**config.mk**
```make
export PLATFORM = sky130hd
export DESIGN_NAME = ctr_mode_ctrl
export DESIGN_NICKNAME = d
export VERILOG_FILES = /design/src/rtl/ctr_mode_pkg.sv /design/src/rtl/ctr_mode_reg.sv /design/src/rtl/ctr_src_gen.sv /design/src/rtl/ctr_core.sv /design/src/rtl/ctr_mode_ctrl.sv
export SDC_FILE = /design/constraint.sdc
export NUM_CORES = 1
export LEC_CHECK = 0
export ABC_CLOCK_PERIOD_IN_PS = 3900
export BUFFER_PORTS_ARGS = -buffer_cell sky130_fd_sc_hd__buf_4
export CAP_MARGIN = 20
export CELL_PAD_IN_SITES_DETAIL_PLACEMENT = 1
export CELL_PAD_IN_SITES_GLOBAL_PLACEMENT = 1
export CORE_UTILIZATION = 25
export CTS_CLUSTER_DIAMETER = 80
export DETAILED_ROUTE_END_ITERATION = 16
export HOLD_SLACK_MARGIN = 0.1
export PLACE_DENSITY_LB_ADDON = 0.1
export SYNTH_ARGS = -nofsm -noshare
export SYNTH_HDL_FRONTEND = slang
export SYNTH_SLANG_ARGS = --single-unit
export TNS_END_PERCENT = 50
```
**constraint.sdc**
```tcl
create_clock -name clk -period 3.9 [get_ports clk]
set_input_delay 0.78 -clock clk [delete_from_list [all_inputs] [get_ports clk]]
set_output_delay 0.78 -clock clk [all_outputs]
set_load 0.005 [all_outputs]
```
**src/rtl/ctr_mode_pkg.sv**
```systemverilog
package ctr_mode_pkg;
  localparam int MODE_W   = 8;
  localparam int B_IDLE   = 7;
  localparam int B_WDTE   = 6;
  localparam int B_LOCK   = 5;
  localparam int B_UNUSED = 4;
  localparam int B_SEL_LO = 1;
  localparam int B_SEL_HI = 3;
  localparam int B_IRQEN  = 0;
  localparam logic [MODE_W-1:0] MODE_RESET = 8'h40;

  typedef enum logic [2:0] {
    SRC_DIV12   = 3'b000,
    SRC_DIV4    = 3'b001,
    SRC_TMR     = 3'b010,
    SRC_EXTFALL = 3'b011,
    SRC_SYSCLK  = 3'b100,
    SRC_EXTDIV  = 3'b101,
    SRC_RSV6    = 3'b110,
    SRC_RSV7    = 3'b111
  } src_sel_e;
endpackage

```
**src/rtl/ctr_mode_reg.sv**
```systemverilog
module ctr_mode_reg
  import ctr_mode_pkg::*;
(
  input  logic              clk,
  input  logic              rst_n,
  input  logic              wr,
  input  logic [MODE_W-1:0] wdata,
  output logic [MODE_W-1:0] mode_q
);
  logic [MODE_W-1:0] next_mode;

  always_comb begin
    next_mode = mode_q;
    if (wr) begin
      if (mode_q[B_WDTE]) begin
        // protected: only the enable may move, and only if unlocked
        next_mode[B_WDTE] = mode_q[B_LOCK] ? 1'b1 : wdata[B_WDTE];
      end else begin
        next_mode           = wdata;
        next_mode[B_LOCK]   = mode_q[B_LOCK] | wdata[B_LOCK];
        next_mode[B_UNUSED] = 1'b0;
      end
    end
  end

  always_ff @(posedge clk) begin
    if (!rst_n) mode_q <= MODE_RESET;
    else        mode_q <= next_mode;
  end

  assert_protect_R4: assert property (@(posedge clk) disable iff (!rst_n)
    (wr && mode_q[B_WDTE]) |=>
      ({mode_q[7], mode_q[5:0]} == $past({mode_q[7], mode_q[5:0]})));

  assert_lock_hold_R5: assert property (@(posedge clk) disable iff (!rst_n)
    (mode_q[B_LOCK] && mode_q[B_WDTE]) |=> mode_q[B_WDTE]);

  assert_lock_sticky_R5: assert property (@(posedge clk) disable iff (!rst_n)
    mode_q[B_LOCK] |=> mode_q[B_LOCK]);

  assert_unused_zero_R3: assert property (@(posedge clk) disable iff (!rst_n)
    (wr && wdata[B_UNUSED]) |=> !mode_q[B_UNUSED]);
endmodule

```
**src/rtl/ctr_src_gen.sv**
```systemverilog
module ctr_src_gen
  import ctr_mode_pkg::*;
#(
  parameter int SLOW_DIV    = 12,
  parameter int FAST_DIV    = 4,
  parameter int EXT_DIV     = 8,
  parameter int SYNC_STAGES = 2
)(
  input  logic     clk,
  input  logic     rst_n,
  input  src_sel_e sel,
  input  logic     tmr_ovf_in,
  input  logic     ext_cnt_in,
  input  logic     ext_clk_in,
  output logic     src_pulse
);
  localparam int SLOW_W = $clog2(SLOW_DIV);
  localparam int FAST_W = $clog2(FAST_DIV);
  localparam int EXT_W  = $clog2(EXT_DIV);
  localparam logic [SLOW_W-1:0] SLOW_LAST = SLOW_W'(SLOW_DIV - 1);
  localparam logic [FAST_W-1:0] FAST_LAST = FAST_W'(FAST_DIV - 1);
  localparam logic [EXT_W-1:0]  EXT_LAST  = EXT_W'(EXT_DIV - 1);

  logic [SLOW_W-1:0] slow_cnt;
  logic [FAST_W-1:0] fast_cnt;
  logic [EXT_W-1:0]  ext_cnt;
  logic [SYNC_STAGES-1:0] cnt_sync, clk_sync;
  logic cnt_prev, clk_prev;
  logic slow_tick, fast_tick, fall_tick, extclk_rise, extdiv_tick;

  // free-running system clock prescalers
  always_ff @(posedge clk) begin
    if (!rst_n) begin
      slow_cnt <= '0;
      fast_cnt <= '0;
    end else begin
      slow_cnt <= (slow_cnt == SLOW_LAST) ? '0 : slow_cnt + 1'b1;
      fast_cnt <= (fast_cnt == FAST_LAST) ? '0 : fast_cnt + 1'b1;
    end
  end
  assign slow_tick = (slow_cnt == SLOW_LAST);
  assign fast_tick = (fast_cnt == FAST_LAST);

  // synchronizer chains for the two asynchronous inputs
  generate
    if (SYNC_STAGES == 1) begin : g_sync1
      always_ff @(posedge clk) begin
        if (!rst_n) begin
          cnt_sync <= '0;
          clk_sync <= '0;
        end else begin
          cnt_sync <= ext_cnt_in;
          clk_sync <= ext_clk_in;
        end
      end
    end else begin : g_syncn
      always_ff @(posedge clk) begin
        if (!rst_n) begin
          cnt_sync <= '0;
          clk_sync <= '0;
        end else begin
          cnt_sync <= {cnt_sync[SYNC_STAGES-2:0], ext_cnt_in};
          clk_sync <= {clk_sync[SYNC_STAGES-2:0], ext_clk_in};
        end
      end
    end
  endgenerate

  always_ff @(posedge clk) begin
    if (!rst_n) begin
      cnt_prev <= 1'b0;
      clk_prev <= 1'b0;
      ext_cnt  <= '0;
    end else begin
      cnt_prev <= cnt_sync[SYNC_STAGES-1];
      clk_prev <= clk_sync[SYNC_STAGES-1];
      if (extclk_rise)
        ext_cnt <= (ext_cnt == EXT_LAST) ? '0 : ext_cnt + 1'b1;
    end
  end

  assign fall_tick   = cnt_prev & ~cnt_sync[SYNC_STAGES-1];
  assign extclk_rise = ~clk_prev & clk_sync[SYNC_STAGES-1];
  assign extdiv_tick = extclk_rise & (ext_cnt == EXT_LAST);

  always_comb begin
    unique case (sel)
      SRC_DIV12:   src_pulse = slow_tick;
      SRC_DIV4:    src_pulse = fast_tick;
      SRC_TMR:     src_pulse = tmr_ovf_in;
      SRC_EXTFALL: src_pulse = fall_tick;
      SRC_SYSCLK:  src_pulse = 1'b1;
      SRC_EXTDIV:  src_pulse = extdiv_tick;
      default:     src_pulse = 1'b0;
    endcase
  end

  assert_reserved_quiet_R10: assert property (@(posedge clk) disable iff (!rst_n)
    (sel == SRC_RSV6 || sel == SRC_RSV7) |-> !src_pulse);

  assert_fall_single_R8: assert property (@(posedge clk) disable iff (!rst_n)
    fall_tick |=> !fall_tick);

  assert_slow_spacing_R6: assert property (@(posedge clk) disable iff (!rst_n)
    slow_tick |=> !slow_tick);
endmodule

```
**src/rtl/ctr_core.sv**
```systemverilog
module ctr_core #(
  parameter int CNT_W = 16
)(
  input  logic             clk,
  input  logic             rst_n,
  input  logic             src_pulse,
  input  logic             run_en,
  input  logic             idle_ctl,
  input  logic             idle_in,
  input  logic             flag_wr,
  input  logic             flag_wdata,
  output logic             cnt_en,
  output logic [CNT_W-1:0] count_q,
  output logic             ovf_q
);
  localparam logic [CNT_W-1:0] CNT_MAX = '1;
  logic wrap;

  assign cnt_en = src_pulse & run_en & ~(idle_ctl & idle_in);
  assign wrap   = cnt_en & (count_q == CNT_MAX);

  always_ff @(posedge clk) begin
    if (!rst_n) begin
      count_q <= '0;
      ovf_q   <= 1'b0;
    end else begin
      if (cnt_en) count_q <= count_q + 1'b1;
      if (wrap)         ovf_q <= 1'b1;
      else if (flag_wr) ovf_q <= flag_wdata;
    end
  end

  assert_idle_suspend_R11: assert property (@(posedge clk) disable iff (!rst_n)
    (idle_ctl && idle_in) |=> $stable(count_q));

  assert_run_gate_R12: assert property (@(posedge clk) disable iff (!rst_n)
    !run_en |=> $stable(count_q));

  assert_step_R13: assert property (@(posedge clk) disable iff (!rst_n)
    (src_pulse && run_en && !idle_in) |=> (count_q == $past(count_q) + 1'b1));

  assert_wrap_flag_R13: assert property (@(posedge clk) disable iff (!rst_n)
    (cnt_en && count_q == CNT_MAX) |=> (ovf_q && count_q == '0));
endmodule

```
**src/rtl/ctr_mode_ctrl.sv**
```systemverilog
module ctr_mode_ctrl
  import ctr_mode_pkg::*;
#(
  parameter int CNT_W       = 16,
  parameter int SLOW_DIV    = 12,
  parameter int FAST_DIV    = 4,
  parameter int EXT_DIV     = 8,
  parameter int SYNC_STAGES = 2
)(
  input  logic             clk,
  input  logic             rst_n,
  input  logic             mode_wr,
  input  logic [7:0]       mode_wdata,
  output logic [7:0]       mode_rdata,
  input  logic             flag_wr,
  input  logic             flag_wdata,
  input  logic             run_en,
  input  logic             idle_in,
  input  logic             tmr_ovf_in,
  input  logic             ext_cnt_in,
  input  logic             ext_clk_in,
  output logic             count_pulse,
  output logic [CNT_W-1:0] count_value,
  output logic             ovf_flag,
  output logic             irq,
  output logic             wdt_enable
);
  logic [MODE_W-1:0] mode_q;
  logic              src_pulse;
  src_sel_e          sel;

  ctr_mode_reg u_reg (
    .clk    (clk),
    .rst_n  (rst_n),
    .wr     (mode_wr),
    .wdata  (mode_wdata),
    .mode_q (mode_q)
  );

  assign sel = src_sel_e'(mode_q[B_SEL_HI:B_SEL_LO]);

  ctr_src_gen #(
    .SLOW_DIV    (SLOW_DIV),
    .FAST_DIV    (FAST_DIV),
    .EXT_DIV     (EXT_DIV),
    .SYNC_STAGES (SYNC_STAGES)
  ) u_src (
    .clk        (clk),
    .rst_n      (rst_n),
    .sel        (sel),
    .tmr_ovf_in (tmr_ovf_in),
    .ext_cnt_in (ext_cnt_in),
    .ext_clk_in (ext_clk_in),
    .src_pulse  (src_pulse)
  );

  ctr_core #(.CNT_W(CNT_W)) u_core (
    .clk        (clk),
    .rst_n      (rst_n),
    .src_pulse  (src_pulse),
    .run_en     (run_en),
    .idle_ctl   (mode_q[B_IDLE]),
    .idle_in    (idle_in),
    .flag_wr    (flag_wr),
    .flag_wdata (flag_wdata),
    .cnt_en     (count_pulse),
    .count_q    (count_value),
    .ovf_q      (ovf_flag)
  );

  assign mode_rdata = mode_q;
  assign wdt_enable = mode_q[B_WDTE];
  assign irq        = ovf_flag & mode_q[B_IRQEN];

  assert_irq_rise_R14: assert property (@(posedge clk) disable iff (!rst_n)
    $rose(irq) |-> (ovf_flag && mode_rdata[0]));

  assert_reset_value_R1: assert property (@(posedge clk)
    !rst_n |=> (mode_rdata == 8'h40 && count_value == '0 && !ovf_flag));
endmodule

```
==> insert_results.sql <==
INSERT INTO impl_metrics (metric_group, metric, value, unit) VALUES
('synthesis', 'synth_top_cells_by_area', 'sky130_fd_sc_hd__dfxtp_1, sky130_fd_sc_hd__mux2i_1, sky130_fd_sc_hd__a21oi_1, sky130_fd_sc_hd__o31ai_1, sky130_fd_sc_hd__or4_1', ''),
('power', 'irDropWorstVdd', '0.000180', 'V'),
('synthesis', 'ys_types', '41', ''),
('synthesis', 'synth.ff_latch_count', '39', ''),
('clock_tree', 'num_cts_buffers', '5', ''),
('critical_path', 'worst_ep_arrival_time', '1.96', 'ns'),
('clock_tree', 'ctsResizeCount', '0', ''),
('clock_tree', 'h-tree-depth', '2', ''),
('die', 'floorplan.die.height', '86.3', 'um'),
('die', 'die-width', '86.3', 'um'),
('finish', 'fill_cells', '810', ''),
('synthesis', 'share_of_cell_area_taken_by_muxes_after_synthesis', '6.27', '%'),
('clock_tree', 'hold_buffers', '0', ''),
('sta', 'setup-violations-final', '0', ''),
('clock_tree', 'clock_path_buffers', '2', ''),
('status', 'status', 'finished, final reports clean', ''),
('global_routing', 'first_global_vias', '1487', ''),
('synthesis', 'synthXorXnorAreaFrac', '0.493', '%'),
('synthesis', 'synth_async_sr_flop_share', '0', '%'),
('placed_design', 'place.detailed.hpwl', '3120', 'um'),
('clock_tree', 'clkTransAtPathRegs', '0.08', 'ns'),
('die', 'die_area', '0.00745', 'sq mm'),
('synthesis', 'synth_edf_count', '0', ''),
('detailed_routing', 'drt_first_pass_iters', '4', ''),
('finish', 'layout.cells.most_common', 'sky130_fd_sc_hd__buf_4', ''),
('synthesis', 'seq_total_area_yosys', '43.9', '%'),
('power', 'clock_power_share', '45.5', '%'),
('synthesis', 'synth_compound_area_share', '15.4', '%'),
('sta', 'clock_skew', '0.0118', 'ns'),
('global_routing', 'pin_count_of_the_biggest_net_entering_global_routing', '31', ''),
('die', 'start_util', '26.0', '%'),
('power', 'cell_internal_pwr', '701', 'uW'),
('placed_design', 'dp_cells', '316', ''),
('synthesis', 'synth.yosys.warnings', '0', ''),
('clock_tree', 'tritoncts_num_sinks', '39', ''),
('sta', 'post-route-period-util', '70.4', '%'),
('critical_path', 'critical_path_required', '3.12', 'ns'),
('clock_tree', 'worstSkewPairLatency', '0.29', 'ns'),
('power', 'net-switching-power', '184', 'uW'),
('synthesis', 'combinational_family_with_the_most_area_after_synthesis', 'simple AND/OR/NAND/NOR gates', ''),
('sta', 'timing.final.crit_period', '2.74', 'ns'),
('die', 'io_pins', '46', ''),
('clock_tree', 'cts_post_setup_buffers_inserted', '0', ''),
('finish', 'stdcell_count', '324', ''),
('sta', 'slew_violations', '0', ''),
('finish', 'insertedDiodeCount', '0', ''),
('synthesis', 'netlist_instances', '188', ''),
('sta', 'timing.slew.headroom', '56.8', '%'),
('power', 'seqPwrFrac', '47.5', '%'),
('placed_design', 'buffer_ports.inserted', '43', ''),
('sta', 'hold_violations', '0', ''),
('synthesis', 'synthesis.nets', '211', ''),
('synthesis', 'ys.flop_type', 'sky130_fd_sc_hd__dfxtp_1', ''),
('clock_tree', 'cts_tree', 'yes', ''),
('hold_path', 'min_path_type', 'register to register', ''),
('sta', 'total_negative_setup_slack', '0', 'ns'),
('run', 'drv.max_cap_violation_count', '0', ''),
('power', 'leakage', '0.000897', 'uW'),
('global_routing', 'grt_antenna_before_repair', '0', ''),
('critical_path', 'worstPathMaxFanout', '30', ''),
('synthesis', 'post_synth_and_or_nand_nor_area_fraction', '24.9', '%'),
('finish', 'fin_nets', '250', ''),
('finish', 'utilization', '33.6', '%'),
('critical_path', 'ws_path_type', 'register to primary output', ''),
('placed_design', 'gp_congestion', '0.669', ''),
('critical_path', 'worst_setup_path_start_kind', 'register', ''),
('synthesis', 'post_synth.cell_area_avg', '9.45', 'sq um'),
('global_routing', 'grt_pass1_wl', '7310', 'um'),
('detailed_routing', 'drc_errors', '0', ''),
('synthesis', 'synth.top_cell.area_share', '43.9', '%'),
('finish', 'syn2layout_area_growth', '29.2', '%');
## sequential cells by signal, indices dropped and copies added, names as in the netlist
register / cells
u_src.clk_sync: 2
u_src.ext_cnt: 3
u_reg.mode_q: 7
u_src.slow_cnt: 4
u_src.fast_cnt: 2
u_core.ovf_q: 1
u_core.count_q: 16
u_src.clk_prev: 1
u_src.cnt_sync: 2
u_src.cnt_prev: 1
## critical path: stages, from the launching register on
cell and delay [ns]:
sky130_fd_sc_hd__dfxtp_1 0.33, sky130_fd_sc_hd__ha_1 0.21, sky130_fd_sc_hd__ha_1 0.22, sky130_fd_sc_hd__and4bb_2 0.25, sky130_fd_sc_hd__o32ai_2 0.11, sky130_fd_sc_hd__buf_4 0.32
sky130_fd_sc_hd__nor2_1 0.07, sky130_fd_sc_hd__buf_4 0.15
## through the flow
step                power, uW  area [sq um]  hold slack [ns]  setup slack, ns
finish                    884          2290            0.432             1.16
global route              932          2290            0.455             1.02
CTS                       904          2290            0.436             1.12
detailed placement        494          2160            0.422             1.33
global placement          492          2160            0.423             1.35
floorplan                 462          1780            0.408             1.50
## kinds of logic after synthesis
logic type                 after synthesis
and+or+nand+nor                         75
adders and majority gates                5
other                                    1
muxes                                   11
buffers and inverters                   17
AOI/OAI and AO/OA                       39
DFF                                     39
xor gates and xnor gates                 1
## power by group through the flow
stage / registers (uW) / clock network (uW) / logic [uW]
2_1_floorplan: 427 / 0 / 35.0
3_3_place_gp: 429 / 0 / 62.5
3_5_place_dp: 430 / 0 / 64.3
4_1_cts: 420 / 419 / 64.2
5_1_grt: 423 / 439 / 69.8
6_report: 420 / 402 / 62.2
## final cells by class
cell class | count | area (sq um) | share of cell area (%)
Inverter | 4 | 15.0 | 0.654
Multi-Input combinational cell | 132 | 908 | 39.6
Sequential cell | 39 | 781 | 34.0
Timing Repair Buffer | 45 | 338 | 14.7
Clock inverter | 2 | 60.1 | 2.62
Clock buffer | 6 | 72.6 | 3.16
Tap cell | 96 | 120 | 5.23
## final timing paths
kind	depth (start not counted)	end	from	slack, ns
worst max-delay path	7	count_pulse	u_src.ext_cnt[0]$_SDFFE_PN0N_	1.16
worst min register to register	1	u_src.clk_sync[1]$_SDFF_PN0_	u_src.clk_sync[0]$_SDFF_PN0_	0.43
worst max register to register	7	u_core.count_q[11]$_SDFFE_PN0P_	u_src.ext_cnt[0]$_SDFFE_PN0N_	1.84
worst min-delay path	1	u_src.clk_sync[1]$_SDFF_PN0_	u_src.clk_sync[0]$_SDFF_PN0_	0.43
## metal layers
layer | up-vias | global-route usage [%] | wire length, um
li1 | 766 | - | -
met1 | 747 | 16.4 | 2190
met2 | 37 | 20.6 | 2000
met3 | 7 | 3.24 | 219
met4 | 0 | 4.09 | 56
met5 | - | 0 | 0
## Yosys cell counts (all sizes together), types with 4 or more instances
cell,instances
mux2i,10
dfxtp,39
nor2,14
or4,9
clkbuf,4
nand4,4
and2,7
o21ai,5
a21oi,16
buf,9
nand2,9
nand3,4
o31ai,9
ha,5
nand2b,5
No activity file was read; power rests on OpenSTA's default activity.
